==> src/rtl/rtc_alarm_pkg.sv <==
package rtc_alarm_pkg;
  localparam int DATA_W = 8;
  localparam int PTR_W  = 2;
  localparam int MASK_W = 4;
  localparam logic [MASK_W-1:0] MASK_HALF = 4'd0;
  localparam logic [MASK_W-1:0] MASK_LAST = 4'd9;

  typedef logic [DATA_W-1:0] byte_t;

  typedef struct packed {
    byte_t sec;
    byte_t min;
    byte_t hour;
    byte_t wday;
    byte_t day;
    byte_t month;
  } rtc_time_t;

  typedef struct packed {
    logic              en;
    logic              chime;
    logic [MASK_W-1:0] mask;
    logic [PTR_W-1:0]  ptr;
  } alarm_cfg_t;

  typedef enum logic [1:0] {
    SEL_CFG = 2'd0,
    SEL_RPT = 2'd1,
    SEL_HI  = 2'd2,
    SEL_LO  = 2'd3
  } bus_sel_e;

  // pointer after a high-window access: steps down, floors at zero
  function automatic logic [PTR_W-1:0] ptr_after_access(input logic [PTR_W-1:0] p);
    return (p == '0) ? p : p - 1'b1;
  endfunction

  // which fields must agree for a given mask code (mask 0 handled by the caller)
  function automatic logic fields_match(input logic [MASK_W-1:0] mask,
                                        input rtc_time_t cur, input rtc_time_t alm);
    logic sec_lo, sec_f, min_lo, min_f, hr, wd, dy, mo;
    sec_lo = cur.sec[3:0] == alm.sec[3:0];
    sec_f  = cur.sec == alm.sec;
    min_lo = cur.min[3:0] == alm.min[3:0];
    min_f  = cur.min == alm.min;
    hr     = cur.hour == alm.hour;
    wd     = cur.wday == alm.wday;
    dy     = cur.day == alm.day;
    mo     = cur.month == alm.month;
    case (mask)
      4'd1:    return 1'b1;
      4'd2:    return sec_lo;
      4'd3:    return sec_f;
      4'd4:    return sec_f & min_lo;
      4'd5:    return sec_f & min_f;
      4'd6:    return sec_f & min_f & hr;
      4'd7:    return sec_f & min_f & hr & wd;
      4'd8:    return sec_f & min_f & hr & dy;
      4'd9:    return sec_f & min_f & hr & dy & mo;
      default: return 1'b0;
    endcase
  endfunction
endpackage

==> src/rtl/rtc_alarm_cmp.sv <==
module rtc_alarm_cmp
  import rtc_alarm_pkg::*;
(
  input  logic              clk,
  input  logic              rst_n,
  input  logic              en,
  input  logic [MASK_W-1:0] mask,
  input  rtc_time_t         cur,
  input  rtc_time_t         alm,
  input  logic              half_tick,
  input  logic              sec_tick,
  output logic              alarm_evt,
  output logic              alarm_pulse
);
  logic half_hit;
  logic sec_hit;

  always_comb begin
    half_hit  = (mask == MASK_HALF) && half_tick;
    sec_hit   = sec_tick && fields_match(mask, cur, alm);
    alarm_evt = en && (half_hit || sec_hit);
  end

  always_ff @(posedge clk) begin
    if (!rst_n) alarm_pulse <= 1'b0;
    else        alarm_pulse <= alarm_evt;
  end

  // reserved codes and disabled state stay silent
  assert_reserved_quiet_R4: assert property (@(posedge clk) disable iff (!rst_n)
    alarm_evt |-> (en && mask <= MASK_LAST));

  // a pulse is always the echo of a tick one cycle earlier
  assert_pulse_after_tick_R2: assert property (@(posedge clk) disable iff (!rst_n)
    alarm_pulse |-> $past(half_tick || sec_tick));
endmodule

==> src/rtl/rtc_alarm_repeat.sv <==
module rtc_alarm_repeat #(
  parameter int RPT_W = 8
) (
  input  logic             clk,
  input  logic             rst_n,
  input  logic             evt,
  input  logic             chime,
  input  logic             load,
  input  logic [RPT_W-1:0] load_val,
  output logic [RPT_W-1:0] rpt,
  output logic             expire
);
  logic step;

  always_comb begin
    expire = evt && (rpt == '0) && !chime;
    step   = evt && !expire;
  end

  always_ff @(posedge clk) begin
    if (!rst_n)    rpt <= '0;
    else if (load) rpt <= load_val;
    else if (step) rpt <= rpt - 1'b1;
  end

  // each counted event lowers the count by one (wrapping under chime)
  assert_rpt_step_R7: assert property (@(posedge clk) disable iff (!rst_n)
    (evt && (rpt != '0 || chime) && !load) |=> rpt == $past(rpt) - 1'b1);

  // without chime the count floors at zero
  assert_rpt_floor_R7: assert property (@(posedge clk) disable iff (!rst_n)
    (evt && rpt == '0 && !chime && !load) |=> rpt == '0);

  // a load in the event cycle wins
  assert_rpt_load_wins_R10: assert property (@(posedge clk) disable iff (!rst_n)
    load |=> rpt == $past(load_val));
endmodule

==> src/rtl/rtc_alarm_regs.sv <==
module rtc_alarm_regs
  import rtc_alarm_pkg::*;
(
  input  logic              clk,
  input  logic              rst_n,
  input  logic [1:0]        bus_sel,
  input  logic              bus_wr,
  input  logic              bus_rd,
  input  byte_t             bus_wdata,
  output byte_t             bus_rdata,
  input  byte_t             rpt,
  input  logic              expire,
  output logic              rpt_load,
  output alarm_cfg_t        cfg,
  output rtc_time_t         alm
);
  logic cfg_wr;
  logic hi_acc;
  logic hi_wr;
  logic lo_wr;

  always_comb begin
    cfg_wr   = bus_wr && (bus_sel == SEL_CFG);
    rpt_load = bus_wr && (bus_sel == SEL_RPT);
    hi_acc   = (bus_wr || bus_rd) && (bus_sel == SEL_HI);
    hi_wr    = bus_wr && (bus_sel == SEL_HI);
    lo_wr    = bus_wr && (bus_sel == SEL_LO);
  end

  // configuration byte: software write beats pointer step and auto-clear
  always_ff @(posedge clk) begin
    if (!rst_n) begin
      cfg <= '0;
    end else if (cfg_wr) begin
      cfg <= alarm_cfg_t'(bus_wdata);
    end else begin
      if (hi_acc) cfg.ptr <= ptr_after_access(cfg.ptr);
      if (expire) cfg.en  <= 1'b0;
    end
  end

  // alarm fields behind the two windows
  always_ff @(posedge clk) begin
    if (!rst_n) begin
      alm <= '0;
    end else begin
      if (hi_wr) begin
        case (cfg.ptr)
          2'd0:    alm.min   <= bus_wdata;
          2'd1:    alm.wday  <= bus_wdata;
          2'd2:    alm.month <= bus_wdata;
          default: ;
        endcase
      end
      if (lo_wr) begin
        case (cfg.ptr)
          2'd0:    alm.sec  <= bus_wdata;
          2'd1:    alm.hour <= bus_wdata;
          2'd2:    alm.day  <= bus_wdata;
          default: ;
        endcase
      end
    end
  end

  always_comb begin
    bus_rdata = '0;
    case (bus_sel)
      SEL_CFG: bus_rdata = byte_t'(cfg);
      SEL_RPT: bus_rdata = rpt;
      SEL_HI: begin
        case (cfg.ptr)
          2'd0:    bus_rdata = alm.min;
          2'd1:    bus_rdata = alm.wday;
          2'd2:    bus_rdata = alm.month;
          default: bus_rdata = '0;
        endcase
      end
      default: begin
        case (cfg.ptr)
          2'd0:    bus_rdata = alm.sec;
          2'd1:    bus_rdata = alm.hour;
          2'd2:    bus_rdata = alm.day;
          default: bus_rdata = '0;
        endcase
      end
    endcase
  end

  // pointer floors at zero
  assert_ptr_floor_R8: assert property (@(posedge clk) disable iff (!rst_n)
    (hi_acc && cfg.ptr == '0 && !cfg_wr) |=> cfg.ptr == '0);

  // pointer steps down by one on a high-window access
  assert_ptr_step_R8: assert property (@(posedge clk) disable iff (!rst_n)
    (hi_acc && cfg.ptr != '0 && !cfg_wr) |=> cfg.ptr == $past(cfg.ptr) - 1'b1);

  // the low window never moves the pointer
  assert_lo_ptr_still_R8: assert property (@(posedge clk) disable iff (!rst_n)
    ((bus_wr || bus_rd) && bus_sel == SEL_LO) |=> $stable(cfg.ptr));

  // exhausted alarm disables itself
  assert_autoclear_R6: assert property (@(posedge clk) disable iff (!rst_n)
    (expire && !cfg_wr) |=> !cfg.en);

  // writes at the unimplemented slot leave every field untouched
  assert_hole_ignored_R9: assert property (@(posedge clk) disable iff (!rst_n)
    ((hi_wr || lo_wr) && cfg.ptr == 2'd3) |=> $stable(alm));

  // a configuration write wins over auto-clear
  assert_cfg_write_wins_R10: assert property (@(posedge clk) disable iff (!rst_n)
    cfg_wr |=> cfg == alarm_cfg_t'($past(bus_wdata)));
endmodule

==> src/rtl/rtc_alarm_match.sv <==
module rtc_alarm_match
  import rtc_alarm_pkg::*;
(
  input  logic       clk,
  input  logic       rst_n,
  input  logic       half_tick,
  input  logic       sec_tick,
  input  logic [7:0] cur_sec,
  input  logic [7:0] cur_min,
  input  logic [7:0] cur_hour,
  input  logic [7:0] cur_wday,
  input  logic [7:0] cur_day,
  input  logic [7:0] cur_month,
  input  logic [1:0] bus_sel,
  input  logic       bus_wr,
  input  logic       bus_rd,
  input  logic [7:0] bus_wdata,
  output logic [7:0] bus_rdata,
  output logic       alarm_pulse
);
  localparam int RPT_W = DATA_W;

  rtc_time_t  cur_time;
  rtc_time_t  alm_time;
  alarm_cfg_t cfg;
  logic       alarm_evt;
  logic       rpt_expire;
  logic       rpt_load;
  byte_t      rpt_val;

  always_comb begin
    cur_time.sec   = cur_sec;
    cur_time.min   = cur_min;
    cur_time.hour  = cur_hour;
    cur_time.wday  = cur_wday;
    cur_time.day   = cur_day;
    cur_time.month = cur_month;
  end

  rtc_alarm_regs u_regs (
    .clk       (clk),
    .rst_n     (rst_n),
    .bus_sel   (bus_sel),
    .bus_wr    (bus_wr),
    .bus_rd    (bus_rd),
    .bus_wdata (bus_wdata),
    .bus_rdata (bus_rdata),
    .rpt       (rpt_val),
    .expire    (rpt_expire),
    .rpt_load  (rpt_load),
    .cfg       (cfg),
    .alm       (alm_time)
  );

  rtc_alarm_repeat #(.RPT_W(RPT_W)) u_repeat (
    .clk      (clk),
    .rst_n    (rst_n),
    .evt      (alarm_evt),
    .chime    (cfg.chime),
    .load     (rpt_load),
    .load_val (bus_wdata),
    .rpt      (rpt_val),
    .expire   (rpt_expire)
  );

  rtc_alarm_cmp u_cmp (
    .clk         (clk),
    .rst_n       (rst_n),
    .en          (cfg.en),
    .mask        (cfg.mask),
    .cur         (cur_time),
    .alm         (alm_time),
    .half_tick   (half_tick),
    .sec_tick    (sec_tick),
    .alarm_evt   (alarm_evt),
    .alarm_pulse (alarm_pulse)
  );
endmodule

==> config.mk <==
export PLATFORM = sky130hd
export DESIGN_NAME = rtc_alarm_match
export DESIGN_NICKNAME = d
export VERILOG_FILES = /design/src/rtl/rtc_alarm_pkg.sv /design/src/rtl/rtc_alarm_cmp.sv /design/src/rtl/rtc_alarm_repeat.sv /design/src/rtl/rtc_alarm_regs.sv /design/src/rtl/rtc_alarm_match.sv
export SDC_FILE = /design/constraint.sdc
export NUM_CORES = 1
export LEC_CHECK = 0
export BUFFER_PORTS_ARGS = -buffer_cell sky130_fd_sc_hd__buf_2
export CAP_MARGIN = 30
export CORE_MARGIN = 2
export CORE_UTILIZATION = 24
export CTS_BUF_LIST = sky130_fd_sc_hd__clkbuf_4 sky130_fd_sc_hd__clkbuf_8
export CTS_CLUSTER_SIZE = 20
export DETAILED_ROUTE_END_ITERATION = 16
export SETUP_SLACK_MARGIN = 0.15
export SYNTH_ARGS = -nofsm -noshare
export SYNTH_HDL_FRONTEND = slang
export SYNTH_SLANG_ARGS = --single-unit
==> constraint.sdc <==
create_clock -name clk -period 2.2 [get_ports clk]
set_input_delay 0.11 -clock clk [delete_from_list [all_inputs] [get_ports clk]]
set_output_delay 0.11 -clock clk [all_outputs]
set_load 0.01 [all_outputs]
# Yosys cells after proc, flatten, opt, wreduce, memory -nomap -nowiden
# Cells that the tools add are included.
# classes
addsub,2
eq_ne,23
n_mux,11
n_bitwise,6
reduce_logical,29
# op_table
op,n
$pmux 8 s3,3
$eq 8x8->1,6
$eq 4x3->1 const B,4
$mux 8,2
$reduce_and 2->1,7
$logic_and 1x1->1,11
$pmux 1 s9,1
$eq 4x2->1 const B,2
$eq 4x4->1,2
$eq 4x4->1 const B,2
$logic_not 8->1,1
$sub 8x1->8 const B,1
$and 1x1->1,6
$eq 2x2->1 const B,3
$mux 2,3
$reduce_bool 2->1,3
$eq 2x1->1 const B,2
$eq 4x1->1 const B,1
$logic_not 2->1,2
$logic_not 4->1,1
$logic_not 1->1,2
$logic_or 1x1->1,2
$mux 1,2
$ne 2x1->1 const B,1
$sub 2x1->2 const B,1
# totals
register_bits,65
in_bits,64
out_inout_bits,9

# Longest topological paths before layout
# Gate-level depths: netlist (run 1).
# logic_depth
word_depth,15
depth_mapped,9
ltp_nobuf,9

# Modules after synthesis
# Synthesis (run 1) repeated with hierarchy kept, for this count alone.
# hier_totals
cells_unflattened,483
hier_area_um2,3976.3
# modules_own_cells
mod,n_inst,cells_per_inst,area_each_um2
rtc_alarm_regs,1,334,2743.9
rtc_alarm_cmp,1,88,704.4
rtc_alarm_repeat,1,61,528.0

# Least setup slack after synthesis (run 1)
# OpenSTA, ideal clock, no wires.
# synth_path
path_kind,flip-flop to flip-flop
from,reg u_repeat.rpt[2]
to,reg u_repeat.rpt[1]
arrival_ns,2.176
required_ns,2.084
path_slack_ns,-0.092
path_stages_with_launch,7
period_less_slack_ns,2.292
path_cell_list,dfxtp_1 or4_4 or4_1 a32oi_1 o21ai_1 mux2i_1 a31o_2
# synth_between
elab_chain_len,6
# synth_lines
element,line_no,text
"start, declared",rtc_alarm_repeat.sv:10,"output logic [RPT_W-1:0] rpt,"
"start signal, assigned",rtc_alarm_repeat.sv:22,else if (load) rpt <= load_val;
"start signal, assigned",rtc_alarm_repeat.sv:23,else if (step) rpt <= rpt - 1'b1;
$logic_not 8->1,rtc_alarm_repeat.sv:16,expire = evt && (rpt == '0) && !chime;
$logic_and 1x1->1 (2 in series),rtc_alarm_repeat.sv:16,
$logic_not 1->1,rtc_alarm_repeat.sv:17,step = evt && !expire;
$logic_and 1x1->1,rtc_alarm_repeat.sv:17,
$reduce_bool 2->1 (no source line),n/a,
# No other way between the ends.
# A chain may end at the register's enable or synchronous reset.

# Final worst setup path (run 1)
# layout_path
from,reg u_regs.alm[36] (netlist name)
to,reg u_repeat.rpt[3]
# layout_between
elab_chain_len,14
# layout_lines
element,line_no,text
$eq 8x8->1 (*),rtc_alarm_pkg.sv:45,min_f = cur.min == alm.min;
$and 1x1->1 (*),n/a,
$and 1x1->1,n/a,
$and 1x1->1,"rtc_alarm_pkg.sv:58, rtc_alarm_pkg.sv:59",
$and 1x1->1,rtc_alarm_pkg.sv:59,4'd9: return sec_f & min_f & hr & dy & mo;
$pmux 1 s9 (*),rtc_alarm_pkg.sv:50,case (mask)
$logic_and 1x1->1 (*),rtc_alarm_cmp.sv:20,"sec_hit = sec_tick && fields_match(mask, cur, alm);"
$logic_or 1x1->1 (*),rtc_alarm_cmp.sv:21,alarm_evt = en && (half_hit || sec_hit);
$logic_and 1x1->1 (*),rtc_alarm_cmp.sv:21,
$logic_and 1x1->1 (2 in series),rtc_alarm_repeat.sv:16,
$logic_not 1->1,rtc_alarm_repeat.sv:17,
$logic_and 1x1->1 (*),rtc_alarm_repeat.sv:17,
$reduce_bool 2->1 (no source line) (*),n/a,
# Every way passes the cells marked *; elsewhere a longest branch is shown, timed or not.

==> results of run 1 <==
-- worst max path at each step --
stage	from	endpoint	slack [ns]	cells after the start
CTS	u_regs.alm[36]	u_repeat.rpt[3]	-0.26	7
finish	u_regs.alm[36]	u_repeat.rpt[3]	-0.29	7
detailed placement	u_regs.alm[37]	u_repeat.rpt[3]	-0.27	7
global route	u_regs.alm[36]	u_repeat.rpt[3]	-0.30	7
global placement	u_regs.alm[37]	u_repeat.rpt[3]	-0.27	7
floorplan	u_regs.alm[41]	u_repeat.rpt[3]	0.03	7
-- metrics by stage --
stage	cells	setup slack [ns]	cell area [um2]
global route	829	-0.303	5460
detailed placement	800	-0.273	4940
floorplan	470	0.0311	3870
finish	829	-0.294	5460
CTS	825	-0.261	5340
global placement	800	-0.265	4940
-- power by group --
| group | total, mW | switching [mW] | internal, mW | leakage [nW] |
|---|---|---|---|---|
| Combinational | 0.576 | 0.303 | 0.273 | 1.41 |
| Clock | 1.08 | 0.493 | 0.588 | 0.106 |
| Sequential | 1.24 | 0.0272 | 1.21 | 0.534 |
-- registers in the layout (all words and copies together) (netlist names) --
name and count:
u_regs.cfg 8, u_regs.alm 48, u_repeat.rpt 8, u_cmp.alarm_pulse 1
-- layer usage --
metal / GRT usage (%) / up-vias / routed length, um
met3: 4.31 / 20 / 1100
met2: 26.8 / 151 / 6440
met1: 23.5 / 1895 / 6480
met4: 4.43 / 0 / 248
li1: - / 1941 / -
met5: 0 / - / 0
-- timing repair --
item	4_1_cts	5_1_grt
resized for setup	34	20
gates cloned	1	0
endpoints found under the setup margin	16	17
pin swaps	13	16
setup buffers	9	4
-- Yosys cell counts (2+ instances only) --
cell type and instances:
or3b_2 2, nand3_1 9, inv_1 8, mux4_2 3, ha_1 5, dfxtp_1 65
and2_1 3, clkbuf_1 32, a21oi_1 2, nand3b_1 2, or4_1 3, nor2_1 14
a222oi_1 16, o41ai_1 2, nand4_1 10, a31oi_1 6, nor3_1 3, mux2i_1 6
o31ai_1 3, or3_1 3, nand2_1 118, and3_1 4, o22ai_1 5, a21boi_0 54
o21ai_0 13, mux2_2 4, xnor2_1 49, nand2b_1 2
-- area by class of cell --
type                            instances  area (um2)
Clock buffer                           12         159
Clock inverter                          3        40.0
Fill cell                            1650       10300
Inverter                                8        32.5
Multi-Input combinational cell        365        2560
Sequential cell                        65        1330
Tap cell                              216         270
Timing Repair Buffer                  160        1070
-- worst min-delay path: stages --
cell	delay, ns
buf_2	0.19
nand2_1	0.08
a21boi_0	0.06
-- logic make-up after synthesis --
family	Yosys count	synth area share, %
xor gates and xnor gates	50	11.5
DFF	65	34.1
muxes	13	4.52
AOI/OAI and AO/OA	115	22.8
and+or+nand+nor	181	21.4
buffers and inverters	41	4.06
adders and majority gates	5	1.64
==> impl_metrics.json, run 1 <==
{
  "worstPathRequired_ns": 2.48,
  "cts_hold_buf": 0,
  "final_cell_mix": "nand2_1 (118), buf_4 (79), buf_2 (69)",
  "drt_first_pass_iters": 5,
  "setup_viol": 16,
  "yosysSeqAreaShare_pct": 34.1,
  "finClkSkew_ns": 0.0173,
  "post-route-util_pct": 34.7,
  "crit_slowest_cell": "or4b_1",
  "vias_per_cell": 4.83,
  "wl_per_cell_um": 17.2,
  "io_buffers": 72,
  "fp.dieW_um": 130,
  "fmax_mhz": 401,
  "status": "finished with violations",
  "core_um2": 15700,
  "hold-path-endpoint": "u_regs.alm[41]",
  "cts-buffers-inserted": 9,
  "clk_latency_ns": 0.37,
  "ant_nets": 0,
  "cp_top_family": "simple AND/OR/NAND/NOR gates",
  "r2r_cells": 7,
  "ys_ff_latch": 65,
  "dp_hpwl_um": 10400,
  "cts_tree": "built",
  "yosysWarnings": 0,
  "synth_nets": 539,
  "synth_top_area_share_pct": 34.1,
  "r2r-end": "u_repeat.rpt[3]",
  "synth-edff-count": 0,
  "clock_tree.root_cell": "clkbuf_8",
  "antenna_found_initial": 0,
  "hold_viol": 0,
  "overflow": 0,
  "cp_max_fo": 5,
  "crit-reg2reg-launch": "u_regs.alm[36]",
  "final_common_cell": "nand2_1",
  "yosys.cell_types.count": 52,
  "start_util_pct": 24.3,
  "grt_start_max_net_pins": 29,
  "cts.sinks": 65,
  "powerDensity_nw_per_um2": 530,
  "violations": "negative setup slack",
  "crit_arrival_ns": 2.77,
  "syn2layout_area_growth_pct": 42.8,
  "min_period_over_period_pct": 113,
  "drtIter0Drc": 376,
  "synthCells": 470,
  "crit_chain": "xnor2_2, nand4_1, or3_4, or3b_4, o21a_4, or4b_1, a31oi_1",
  "endpoint_kind": "flip-flop",
  "whs_path_depth": 3,
  "max_slew.worst_pin.slew_ns": 0.579,
  "clk_pin_slew_ns": 0.08,
  "whs_ns": 0.120,
  "slew_headroom_pct": 61.3,
  "irDropWorstVdd_uv": 323,
  "synth_area_leader_cell": "dfxtp_1",
  "grt_pass1_wl_um": 21500,
  "power_mw": 2.89,
  "slew_viol_final": 0,
  "r2r_slack_ns": -0.29,
  "crit_path_start_kind": "flip-flop",
  "ys.flop_type": "dfxtp_1",
  "layout-drive-gt1-share_pct": 37.8,
  "path_class": "flip-flop to flip-flop",
  "cp_num_buf_inv": 0,
  "leakage_nw": 2.05,
  "setup_ws_ns": -0.294,
  "ios": 73,
  "syn_area_per_cell_um2": 8.13,
  "die-height_um": 130,
  "synthArstFlopShare_pct": 0,
  "drc": 0,
  "cts.path.max_buffers": 2,
  "die-area_um2": 16900,
  "setup-tns-final_ns": -2.80,
  "hold_path.class": "primary input to flip-flop",
  "hp-start": "bus_wdata[1]",
  "routed_wl_um": 14300,
  "vias": 4007,
  "row_count": 46,
  "fin_crit_ns": 2.49,
  "slowest_delay_ns": 0.46,
  "rsz0062_at_grt": "yes",
  "track_usage_pct": 17.1,
  "maxCapViolCount": 0,
  "diodes": 0,
  "gp_congestion": 0.843,
  "synth_area_leaders": "dfxtp_1 (34%), nand2_1 (12%), xnor2_1 (11%), a21boi_0 (11%), a222oi_1 (4.2%)",
  "nets": 678,
  "grt_pass1_vias": 3854,
  "netlist_area_um2": 3820,
  "htree_num_levels": 3
}
No activity file was read; power rests on OpenSTA's default activity.
==> run 2, diff against run 1 <==
--- a/config.mk
+++ b/config.mk
@@ -16,3 +16,4 @@
 export SYNTH_ARGS = -nofsm -noshare
 export SYNTH_HDL_FRONTEND = slang
 export SYNTH_SLANG_ARGS = --single-unit
+export TNS_END_PERCENT = 30
==> constraint.sdc (replaced) <==
create_clock -name clk -period 2.4 [get_ports clk]
set_input_delay 0.12 -clock clk [delete_from_list [all_inputs] [get_ports clk]]
set_output_delay 0.12 -clock clk [all_outputs]
set_load 0.01 [all_outputs]
==> impl_metrics.json, run 2 (synthesized netlist as in run 1, its figures left out) <==
{
  "routed_wl_um": 14200,
  "drtIter0Drc": 427,
  "overflow": 0,
  "leakage_nw": 1.83,
  "vias": 3871,
  "place_area_um2": 4570,
  "reg_top3": "u_regs.alm: 48 flops, u_regs.cfg: 8 flops, u_repeat.rpt: 8 flops",
  "antenna_found_initial": 0,
  "ant_nets": 0,
  "endpoint_kind": "flip-flop",
  "post-route-util_pct": 32.4,
  "grt_pass1_vias": 3797,
  "crit-reg2reg-launch": "u_regs.alm[44]",
  "start_util_pct": 24.3,
  "met1_length_um": 5940,
  "fp.dieW_um": 130,
  "hp-start": "bus_wdata[2]",
  "highest_layer": "met4",
  "cts.path.max_buffers": 2,
  "row_count": 46,
  "diodes": 0,
  "ios": 73,
  "track_usage_pct": 16.7,
  "cts-buffers-inserted": 9,
  "cp_max_fo": 5,
  "drt_first_pass_iters": 5,
  "gp_congestion": 0.884,
  "crit_chain": "xnor2_2, nand4_1, nor4_4, or3b_4, o21a_4, or4b_1, a31oi_1",
  "grt_start_max_net_pins": 39,
  "crit_slowest_cell": "or4b_1",
  "slew_headroom_pct": 59.9,
  "power_frac_seq_pct": 43.5,
  "netSwitchingFraction_pct": 29.6,
  "top_register": "u_regs.alm",
  "powerDensity_nw_per_um2": 514,
  "rsz0062_at_grt": "yes",
  "p_int_mw": 1.84,
  "fin_area_um2": 5080,
  "hold_path.class": "primary input to flip-flop",
  "largest_reg_flops": 48,
  "maxCapViolCount": 0,
  "clk_pin_slew_ns": 0.08,
  "final_common_cell": "nand2_1",
  "clk_latency_ns": 0.36,
  "dr_wl_met2_um": 6350,
  "worstPathRequired_ns": 2.69,
  "finClkSkew_ns": 0.0114,
  "crit_start": "u_regs.alm[44]",
  "dp_hpwl_um": 10400,
  "core_um2": 15700,
  "slew_viol_final": 0,
  "vias_per_cell": 4.93,
  "p_sw_mw": 0.774,
  "die-height_um": 130,
  "die-area_um2": 16900,
  "wl_per_cell_um": 18.1,
  "path_class": "flip-flop to flip-flop",
  "cts_tree": "built",
  "irDropWorstVdd_uv": 191,
  "grt_pass1_wl_um": 21100,
  "layout-drive-gt1-share_pct": 32.5,
  "final_cell_mix": "nand2_1 (118), buf_2 (69), a21boi_0 (54)",
  "crit_path_start_kind": "flip-flop",
  "p_comb_share_pct": 18.6,
  "crit_arrival_ns": 2.67,
  "clock_tree.root_cell": "clkbuf_8",
  "slowest_delay_ns": 0.46,
  "nets": 633,
  "setup_viol": 0,
  "max_slew.worst_pin.slew_ns": 0.600,
  "io_buffers": 72,
  "drc": 0,
  "fmax_mhz": 420,
  "fin_crit_ns": 2.38,
  "n_fill_cell": 1675,
  "htree_num_levels": 3,
  "status": "finished clean",
  "min_period_over_period_pct": 99.2,
  "cts.sinks": 65,
  "p_clk_share_pct": 37.9,
  "hold_viol": 0,
  "syn2layout_area_growth_pct": 33.1,
  "route.met3.wl_um": 1360
}
## run 2: worst paths after layout
check,to,slack (ns),cells after the start
worst max-delay path,u_repeat.rpt[3],0.02,7
worst min-delay path,u_regs.alm[34],0.14,3
worst max register to register,u_repeat.rpt[3],0.02,7
worst min register to register,u_regs.alm[42],0.49,2
## run 2: layout make-up
cell class | instances | area [um2] | area share (%)
clock buffer | 10 | 138 | 2.71
clock inverter | 6 | 65.1 | 1.28
inverter | 8 | 32.5 | 0.640
multi-input combinational | 365 | 2540 | 50.0
sequential | 65 | 1330 | 26.1
tap | 216 | 270 | 5.31
timing repair buffer | 115 | 709 | 14.0
## run 2: worst max-delay path, delay by kind of cell, from the launching register on
family	cells	cell delay, ns
flip-flops	1	0.34
AND/OR/NAND/NOR	4	1.40
XOR/XNOR	1	0.19
AO/OA/AOI/OAI	2	0.38
## run 2: what timing repair did
item | CTS | global route
gates resized for setup | 23 | 29
hold buffers | 0 | 0
gates cloned | 1 | 0
pin swaps | 12 | 27
endpoints found under the setup margin | 14 | 18
buffers inserted | 8 | 3
## run 2: metrics by stage
stage | setup slack (ns) | instances | power [mW] | hold WS [ns] | setup TNS, ns
detailed placement | -0.0193 | 757 | 1.59 | 0.488 | -0.0193
floorplan | 0.130 | 470 | 1.40 | 0.376 | 0
finish | 0.0200 | 785 | 2.61 | 0.135 | 0
global placement | 0.00871 | 757 | 1.59 | 0.481 | 0
CTS | 0.0513 | 782 | 2.59 | 0.119 | 0
global route | -0.0998 | 785 | 2.70 | 0.118 | -0.261
## run 2: metal layers
metal	GRT usage, %	up-vias
met5	0	-
met4	9.68	0
met3	4.39	35
met2	25.6	181
met1	21.3	1803
li1	-	1852
## run 2: power groups by stage
stage          logic, mW  clock network, mW  registers [mW]
2_1_floorplan      0.243                  0            1.15
3_3_place_gp       0.429                  0            1.16
3_5_place_dp       0.429                  0            1.16
4_1_cts            0.455               1.00            1.13
5_1_grt            0.522               1.04            1.14
6_report           0.486              0.989            1.14
